### config.mk
export PLATFORM = sky130hd
export DESIGN_NAME = dpot_cmd_slave
export DESIGN_NICKNAME = d
export VERILOG_FILES = /design/src/rtl/dpot_pkg.sv /design/src/rtl/dpot_bus_sync.sv /design/src/rtl/dpot_instr_decode.sv /design/src/rtl/dpot_cmd_slave.sv
export SDC_FILE = /design/constraint.sdc
export NUM_CORES = 1
export LEC_CHECK = 0
export ABC_AREA = 1
export BUFFER_PORTS_ARGS = -buffer_cell sky130_fd_sc_hd__buf_4
export CAP_MARGIN = 20
export CORE_ASPECT_RATIO = 1.25
export CORE_MARGIN = 5
export CORE_UTILIZATION = 46
export DETAILED_ROUTE_END_ITERATION = 7
export GPL_TIMING_DRIVEN = 1
export PLACE_DENSITY = 0.72
export SLEW_MARGIN = 20
export SYNTH_ARGS = -nofsm -noshare
export SYNTH_HDL_FRONTEND = slang
export SYNTH_SLANG_ARGS = --single-unit
### constraint.sdc
create_clock -name clk -period 1.6 [get_ports clk]
set_input_delay 0.24 -clock clk [delete_from_list [all_inputs] [get_ports clk]]
set_output_delay 0.24 -clock clk [all_outputs]
set_load 0.02 [all_outputs]
### src/rtl/dpot_pkg.sv
package dpot_pkg;
    localparam logic [3:0] DEV_TYPE = 4'b0101;

    typedef enum logic [2:0] {
        OP_NONE   = 3'd0,
        OP_WR_WCR = 3'd1,
        OP_WR_DR  = 3'd2,
        OP_DR2WCR = 3'd3,
        OP_WCR2DR = 3'd4,
        OP_RD_WCR = 3'd5,
        OP_RD_DR  = 3'd6
    } op_e;

    typedef enum logic [3:0] {
        S_IDLE,
        S_ADDR,
        S_ACK_ADDR,
        S_INSTR,
        S_ACK_INSTR,
        S_WDATA,
        S_ACK_W,
        S_RDATA,
        S_ACK_R
    } state_e;
endpackage

### src/rtl/dpot_bus_sync.sv
module dpot_bus_sync #(
    parameter int STAGES = 2
) (
    input  logic clk,
    input  logic rst_n,
    input  logic scl_i,
    input  logic sda_i,
    output logic sda_o,
    output logic scl_rise_o,
    output logic scl_fall_o,
    output logic start_o,
    output logic stop_o
);
    typedef struct packed {
        logic [STAGES:0] scl;
        logic [STAGES:0] sda;
    } sh_t;

    sh_t sh_d, sh_q;
    logic scl_now, scl_old, sda_now, sda_old;

    always_comb begin
        sh_d     = sh_q;
        sh_d.scl = {sh_q.scl[STAGES-1:0], scl_i};
        sh_d.sda = {sh_q.sda[STAGES-1:0], sda_i};
    end

    always_ff @(posedge clk or negedge rst_n) begin
        if (!rst_n) sh_q <= '1;
        else        sh_q <= sh_d;
    end

    assign scl_now    = sh_q.scl[STAGES-1];
    assign scl_old    = sh_q.scl[STAGES];
    assign sda_now    = sh_q.sda[STAGES-1];
    assign sda_old    = sh_q.sda[STAGES];
    assign sda_o      = sda_now;
    assign scl_rise_o = scl_now & ~scl_old;
    assign scl_fall_o = ~scl_now & scl_old;
    assign start_o    = scl_now & scl_old & sda_old & ~sda_now;
    assign stop_o     = scl_now & scl_old & ~sda_old & sda_now;
endmodule

### src/rtl/dpot_instr_decode.sv
module dpot_instr_decode
    import dpot_pkg::*;
(
    input  logic       rw_i,
    input  logic [7:0] instr_i,
    output op_e        op_o,
    output logic [1:0] ptr_o,
    output logic       legal_o
);
    always_comb begin
        op_o  = OP_NONE;
        ptr_o = instr_i[3:2];
        if (!instr_i[4] && (instr_i[1:0] == 2'b00)) begin
            unique case ({rw_i, instr_i[7:5]})
                4'b1100: op_o = OP_RD_WCR;
                4'b0101: op_o = OP_WR_WCR;
                4'b1101: op_o = OP_RD_DR;
                4'b0110: op_o = OP_WR_DR;
                4'b1110: op_o = OP_DR2WCR;
                4'b0111: op_o = OP_WCR2DR;
                default: op_o = OP_NONE;
            endcase
        end
        legal_o = (op_o != OP_NONE);
    end
endmodule

### src/rtl/dpot_cmd_slave.sv
module dpot_cmd_slave
    import dpot_pkg::*;
#(
    parameter int DATA_W      = 10,
    parameter int PTR_W       = 2,
    parameter int SYNC_STAGES = 2
) (
    input  logic              clk,
    input  logic              rst_n,
    input  logic              scl_i,
    input  logic              sda_i,
    output logic              sda_oe_o,
    input  logic [2:0]        strap_i,
    input  logic              nv_busy_i,
    input  logic [DATA_W-1:0] wcr_i,
    input  logic [DATA_W-1:0] dr_i,
    output logic [PTR_W-1:0]  reg_ptr_o,
    output logic              cmd_valid_o,
    output logic [2:0]        cmd_op_o,
    output logic [PTR_W-1:0]  cmd_ptr_o,
    output logic [DATA_W-1:0] cmd_data_o
);
    localparam int HI_W = DATA_W - 8;
    localparam int PAD_W = 8 - HI_W;

    typedef struct packed {
        state_e            state;
        logic [3:0]        bitc;
        logic              byte_sel;
        logic [7:0]        sr;
        logic              rw;
        op_e               op;
        logic [PTR_W-1:0]  ptr;
        logic [DATA_W-1:0] data;
        logic              mack;
        logic              oe;
        logic              vld;
    } st_t;

    st_t d, q;

    logic sda_s, scl_rise, scl_fall, start, stop;
    op_e  dec_op;
    logic [1:0] dec_ptr;
    logic dec_legal;
    logic [DATA_W-1:0] rdval;
    logic [7:0] first_rd;

    dpot_bus_sync #(.STAGES(SYNC_STAGES)) u_sync (
        .clk        (clk),
        .rst_n      (rst_n),
        .scl_i      (scl_i),
        .sda_i      (sda_i),
        .sda_o      (sda_s),
        .scl_rise_o (scl_rise),
        .scl_fall_o (scl_fall),
        .start_o    (start),
        .stop_o     (stop)
    );

    dpot_instr_decode u_dec (
        .rw_i    (q.rw),
        .instr_i (q.sr),
        .op_o    (dec_op),
        .ptr_o   (dec_ptr),
        .legal_o (dec_legal)
    );

    assign rdval    = (q.op == OP_RD_WCR) ? wcr_i : dr_i;
    assign first_rd = {{PAD_W{1'b0}}, rdval[DATA_W-1:8]};

    always_comb begin
        d     = q;
        d.vld = 1'b0;
        if (start) begin
            d.state = S_ADDR;
            d.bitc  = 4'd0;
            d.oe    = 1'b0;
        end else if (stop) begin
            d.state = S_IDLE;
            d.oe    = 1'b0;
        end else begin
            unique case (q.state)
                S_ADDR, S_INSTR, S_WDATA: begin
                    if (scl_rise && q.bitc < 4'd8) begin
                        d.sr   = {q.sr[6:0], sda_s};
                        d.bitc = q.bitc + 4'd1;
                    end else if (scl_fall && q.bitc == 4'd8) begin
                        d.bitc = 4'd0;
                        if (q.state == S_ADDR) begin
                            if (q.sr[7:1] == {DEV_TYPE, strap_i} && !nv_busy_i) begin
                                d.state = S_ACK_ADDR;
                                d.oe    = 1'b1;
                                d.rw    = q.sr[0];
                            end else begin
                                d.state = S_IDLE;
                            end
                        end else if (q.state == S_INSTR) begin
                            if (dec_legal) begin
                                d.state = S_ACK_INSTR;
                                d.oe    = 1'b1;
                                d.op    = dec_op;
                                d.ptr   = PTR_W'(dec_ptr);
                            end else begin
                                d.state = S_IDLE;
                            end
                        end else begin
                            if (!q.byte_sel) d.data[DATA_W-1:8] = q.sr[HI_W-1:0];
                            else             d.data[7:0]        = q.sr;
                            d.state = S_ACK_W;
                            d.oe    = 1'b1;
                        end
                    end
                end
                S_ACK_ADDR: begin
                    if (scl_fall) begin
                        d.oe    = 1'b0;
                        d.state = S_INSTR;
                    end
                end
                S_ACK_INSTR: begin
                    if (scl_fall) begin
                        d.oe       = 1'b0;
                        d.bitc     = 4'd0;
                        d.byte_sel = 1'b0;
                        if (q.op == OP_DR2WCR || q.op == OP_WCR2DR) begin
                            d.vld   = 1'b1;
                            d.state = S_IDLE;
                        end else if (q.op == OP_WR_WCR || q.op == OP_WR_DR) begin
                            d.state = S_WDATA;
                        end else begin
                            d.data  = rdval;
                            d.sr    = first_rd;
                            d.oe    = ~first_rd[7];
                            d.state = S_RDATA;
                        end
                    end
                end
                S_ACK_W: begin
                    if (scl_fall) begin
                        d.oe = 1'b0;
                        if (q.byte_sel) begin
                            d.vld   = 1'b1;
                            d.state = S_IDLE;
                        end else begin
                            d.byte_sel = 1'b1;
                            d.state    = S_WDATA;
                        end
                    end
                end
                S_RDATA: begin
                    if (scl_rise) begin
                        d.bitc = q.bitc + 4'd1;
                    end else if (scl_fall) begin
                        if (q.bitc == 4'd8) begin
                            d.oe    = 1'b0;
                            d.state = S_ACK_R;
                        end else begin
                            d.sr = {q.sr[6:0], 1'b0};
                            d.oe = ~q.sr[6];
                        end
                    end
                end
                S_ACK_R: begin
                    if (scl_rise) begin
                        d.mack = ~sda_s;
                    end else if (scl_fall) begin
                        if (q.mack && !q.byte_sel) begin
                            d.sr       = q.data[7:0];
                            d.oe       = ~q.data[7];
                            d.byte_sel = 1'b1;
                            d.bitc     = 4'd0;
                            d.state    = S_RDATA;
                        end else begin
                            d.oe    = 1'b0;
                            d.state = S_IDLE;
                        end
                    end
                end
                default: ;
            endcase
        end
    end

    always_ff @(posedge clk or negedge rst_n) begin
        if (!rst_n) begin
            q       <= '0;
            q.state <= S_IDLE;
            q.op    <= OP_NONE;
        end else begin
            q <= d;
        end
    end

    assign sda_oe_o    = q.oe;
    assign reg_ptr_o   = q.ptr;
    assign cmd_valid_o = q.vld;
    assign cmd_op_o    = q.op;
    assign cmd_ptr_o   = q.ptr;
    assign cmd_data_o  = q.data;

    state_e st_q;
    assign st_q = q.state;

    assert_strobe_pulse_R9: assert property (@(posedge clk) disable iff (!rst_n)
        cmd_valid_o |=> !cmd_valid_o);

    assert_strobe_origin_R5: assert property (@(posedge clk) disable iff (!rst_n)
        cmd_valid_o |-> ($past(st_q) == S_ACK_W || $past(st_q) == S_ACK_INSTR));

    assert_oe_after_fall_R8: assert property (@(posedge clk) disable iff (!rst_n)
        !$stable(sda_oe_o) |-> $past(scl_fall || start || stop));

    assert_busy_no_ack_R3: assert property (@(posedge clk) disable iff (!rst_n)
        (st_q == S_ACK_ADDR && $past(st_q) == S_ADDR) |-> $past(!nv_busy_i));

    assert_idle_released_R2: assert property (@(posedge clk) disable iff (!rst_n)
        (st_q == S_IDLE) |-> !sda_oe_o);

    assert_instr_ack_legal_R4: assert property (@(posedge clk) disable iff (!rst_n)
        (st_q == S_ACK_INSTR && $past(st_q) == S_INSTR) |-> (cmd_op_o != 3'd0));
endmodule

==> metrics.csv <==
metric,value,unit
status,"complete, but fails checks",
failing checks,setup timing,
final wirelength,9630,microns
CP max FO,8,
Hold EP,u_sync.sh_d[1],
Starting Density,47.6,%
final hold violation count,0,
Buffers on Ports,46,
CP Launch Type,register,
TritonCTS buffer count,5,
VDD IR-drop max,0.000768,V
synthesized area,0.00297,sq mm
largest net degree at the start of global routing,43,
class of the worst hold path,input port to register,
wire length per cell,15.2,microns
vias in the first global route,3309,
Sw Pwr,0.00346,W
Seq pwr share,22.3,%
CP max stage delay,0.61,ns
worst r2r src,u_sync.scl_old,
crit path cell chain,nand2_4 > nor2_4 > inv_2 > nand2_2 > o21ai_2 > nor2_4 > nand2_4 > nand2_2 > o21ai_2,
final setup vio count,26,
"Clk pin slew, worst setup/hold paths",0.09,ns
post-route clock period utilization,107,%
fmax,583,MHz
CP Class,register to register,
cell taking the most area after synthesis,dfrtp_1,
max_cap viols,0,
clock buffer depth,2,
Synth area leaders,"dfrtp_1 (30%), nand2_1 (17%), nor2_1 (6.9%)",
HP Start,sda_i,
first-pass GRT wire length,15100,microns
"Seq/Total Area, Yosys",35.6,%
asr flop ratio synth,100,%
P_int,0.00390,W
clock network power share,14.1,%
R2R Setup Slk,-0.12,ns
final worst slack,-0.116,ns
CP Capture Type,register,
initial antenna violation count,0,
P&R area growth vs syn,48.4,%
CTS tree,built,
Detailed Place HPWL,6800,microns
clk_skew,0.00471,ns
Final min period,1.72,ns
Slowest cell on crit path,dfstp_2,
Yosys warning total,0,
Die ar.,0.00818,sq mm
vias post-DR,3263,
setup TNS,-2.03,ns
Worst R2R End,cmd_data_o[5],
worst r2r path cells,9,
clk_lat worst skew,0.30,ns
Final Max Slew Viols,0,
drt drc,0,
Slew headroom,63.1,%
Post-DRT Antenna Nets,0,
Mapped Avg Cell Area,6.83,sq um
Bufs and invs on worst path,1,
Synth Net Count,465,
Cells after Synth,435,
# IOs,47,
gr ovfl total,0,
pwr dens,1670,mW/mm^2
Seq cells post-synth,42,
Lkg Pwr,2.26,nW
Hold WS,0.0384,ns
ys flop type,dfrtp_1,
DIE HEIGHT,99.9,microns
RSZ-0062 raised after global routing,yes,
via-per-instance ratio,5.16,
clock net sink count,42,
number of nets in the layout,576,
critical path required time,1.79,ns
Placeable Area,0.00625,sq mm
proportion of layout cells with a drive suffix above 1,45.7,%
DIE WIDTH,81.9,microns
drt initial violations,143,
most common cell in the synthesized netlist,nand2_1,
Critical Path AT,1.91,ns
antenna cell count,0,
Worst path top cell family by delay,simple AND/OR/NAND/NOR gates,
first-pass detailed-route iteration total,4,
synth unique cells,34,
num rows,32,
actual slew at the worst max-slew pin,0.553,ns
post-synth top area share,30.3,%
H-tree depth,2,
CTS root buf,clkbuf_8,
switching part of the total power,47.0,%
GRT Util Overall,23.8,%
"EDFF count, synth",0,
Logic pwr share,63.6,%
Place WS,-0.128,ns
routability cong.,0.915,
hold path depth,1,
commonest cells in the netlist,"nand2_1 (135), nor2_1 (55), dfrtp_1 (36), inv_1 (36), nand3_1 (33)",
==> area by class of cell <==
class / count / area [sq um]
clock buffer: 5 / 68.8
clock inverter: 3 / 68.8
fill: 509 / 1840
multi-input combinational: 328 / 1920
sequential: 42 / 1060
timing repair buffer: 124 / 1000
inverter: 45 / 179
tap: 85 / 106
==> per-stage QoR <==
| step | area [sq um] | util (%) | std cells | total power [W] |
|---|---|---|---|---|
| after global routing | 4410 | 70.6 | 632 | 0.00784 |
| after global placement | 3710 | 59.3 | 600 | 0.00513 |
| after detailed placement | 3710 | 59.3 | 600 | 0.00520 |
| after CTS | 4150 | 66.5 | 623 | 0.00690 |
| after floorplan | 3000 | - | 435 | 0.00394 |
| final | 4410 | 70.6 | 632 | 0.00737 |
==> power by group through the flow <==
| stage | sequential, W | combinational [W] | clock (W) |
|---|---|---|---|
| 6_report | 0.00165 | 0.00468 | 0.00104 |
| 5_1_grt | 0.00167 | 0.00507 | 0.00110 |
| 4_1_cts | 0.00161 | 0.00424 | 0.00105 |
| 3_5_place_dp | 0.00162 | 0.00358 | 0 |
| 3_3_place_gp | 0.00161 | 0.00352 | 0 |
| 2_1_floorplan | 0.00156 | 0.00238 | 0 |
==> cells by family after synthesis <==
kind of cell,share of synthesized area (%)
buffers and inverters,11.0
AO/OA/AOI/OAI,13.1
adder cells (fa/ha/maj),0.842
XOR/XNOR,0.589
AND/OR/NAND/NOR,38.9
flip-flops,35.6
==> state kept, by name, summed over array words and instances (netlist names) <==
name,cells
u_sync.scl_old,1
cmd_valid_o,1
cmd_ptr_o,2
u_sync.sda_old,1
st_q,4
u_sync.sda_o,1
u_sync.scl_now,1
cmd_op_o,3
sda_oe_o,1
u_sync.sh_d,2
q,15
cmd_data_o,10
==> worst reg2reg max path, delay by kind of cell, from the launching register on <==
kind / cells / cell delay, ns
AOI/OAI and AO/OA: 2 / 0.14
buffers and inverters: 1 / 0.07
and+or+nand+nor: 6 / 0.79
DFF: 1 / 0.61
==> worst max path at each step <==
stage | start | to | depth (start not counted) | slack (ns)
CTS | u_sync.scl_now | cmd_data_o[2] | 9 | -0.05
global route | u_sync.scl_old | st_q[0] | 8 | -0.18
detailed placement | st_q[0] | q[19] | 9 | -0.13
floorplan | u_sync.sda_old | cmd_data_o[2] | 10 | 0.0003
finish | u_sync.scl_old | cmd_data_o[5] | 9 | -0.12
global placement | st_q[0] | q[19] | 9 | -0.11
==> layout by cell type (no fill, tap or decap), drive strengths merged, types with 5 or more instances in the layout <==
cell,netlist,layout
nor3,7,7
buf,21,123
clkbuf,1,5
nand4,5,5
nor2,65,65
a21oi,7,7
dfstp,6,6
dfrtp,36,36
inv,44,44
a31oi,8,8
nand2,147,149
nand3,34,34
o21ai,43,43
==> per-layer routing <==
metal | up-vias | routed length [microns] | track usage [%]
met5 | - | 0 | 0
met4 | 0 | 400 | 11.1
met3 | 35 | 461 | 3.50
met2 | 115 | 5170 | 43.9
met1 | 1514 | 3600 | 25.9
li1 | 1599 | - | -
==> what timing repair did <==
| item | CTS | global route |
|---|---|---|
| hold buffers | 1 | 0 |
| cloned | 2 | 0 |
| resized for setup | 50 | 56 |
| pin swaps | 30 | 32 |
| endpoints found under the setup margin | 31 | 33 |
| buffers inserted | 12 | 10 |
| hold endpoints to repair | 36 | 0 |
No activity file was read; power rests on OpenSTA's default activity.
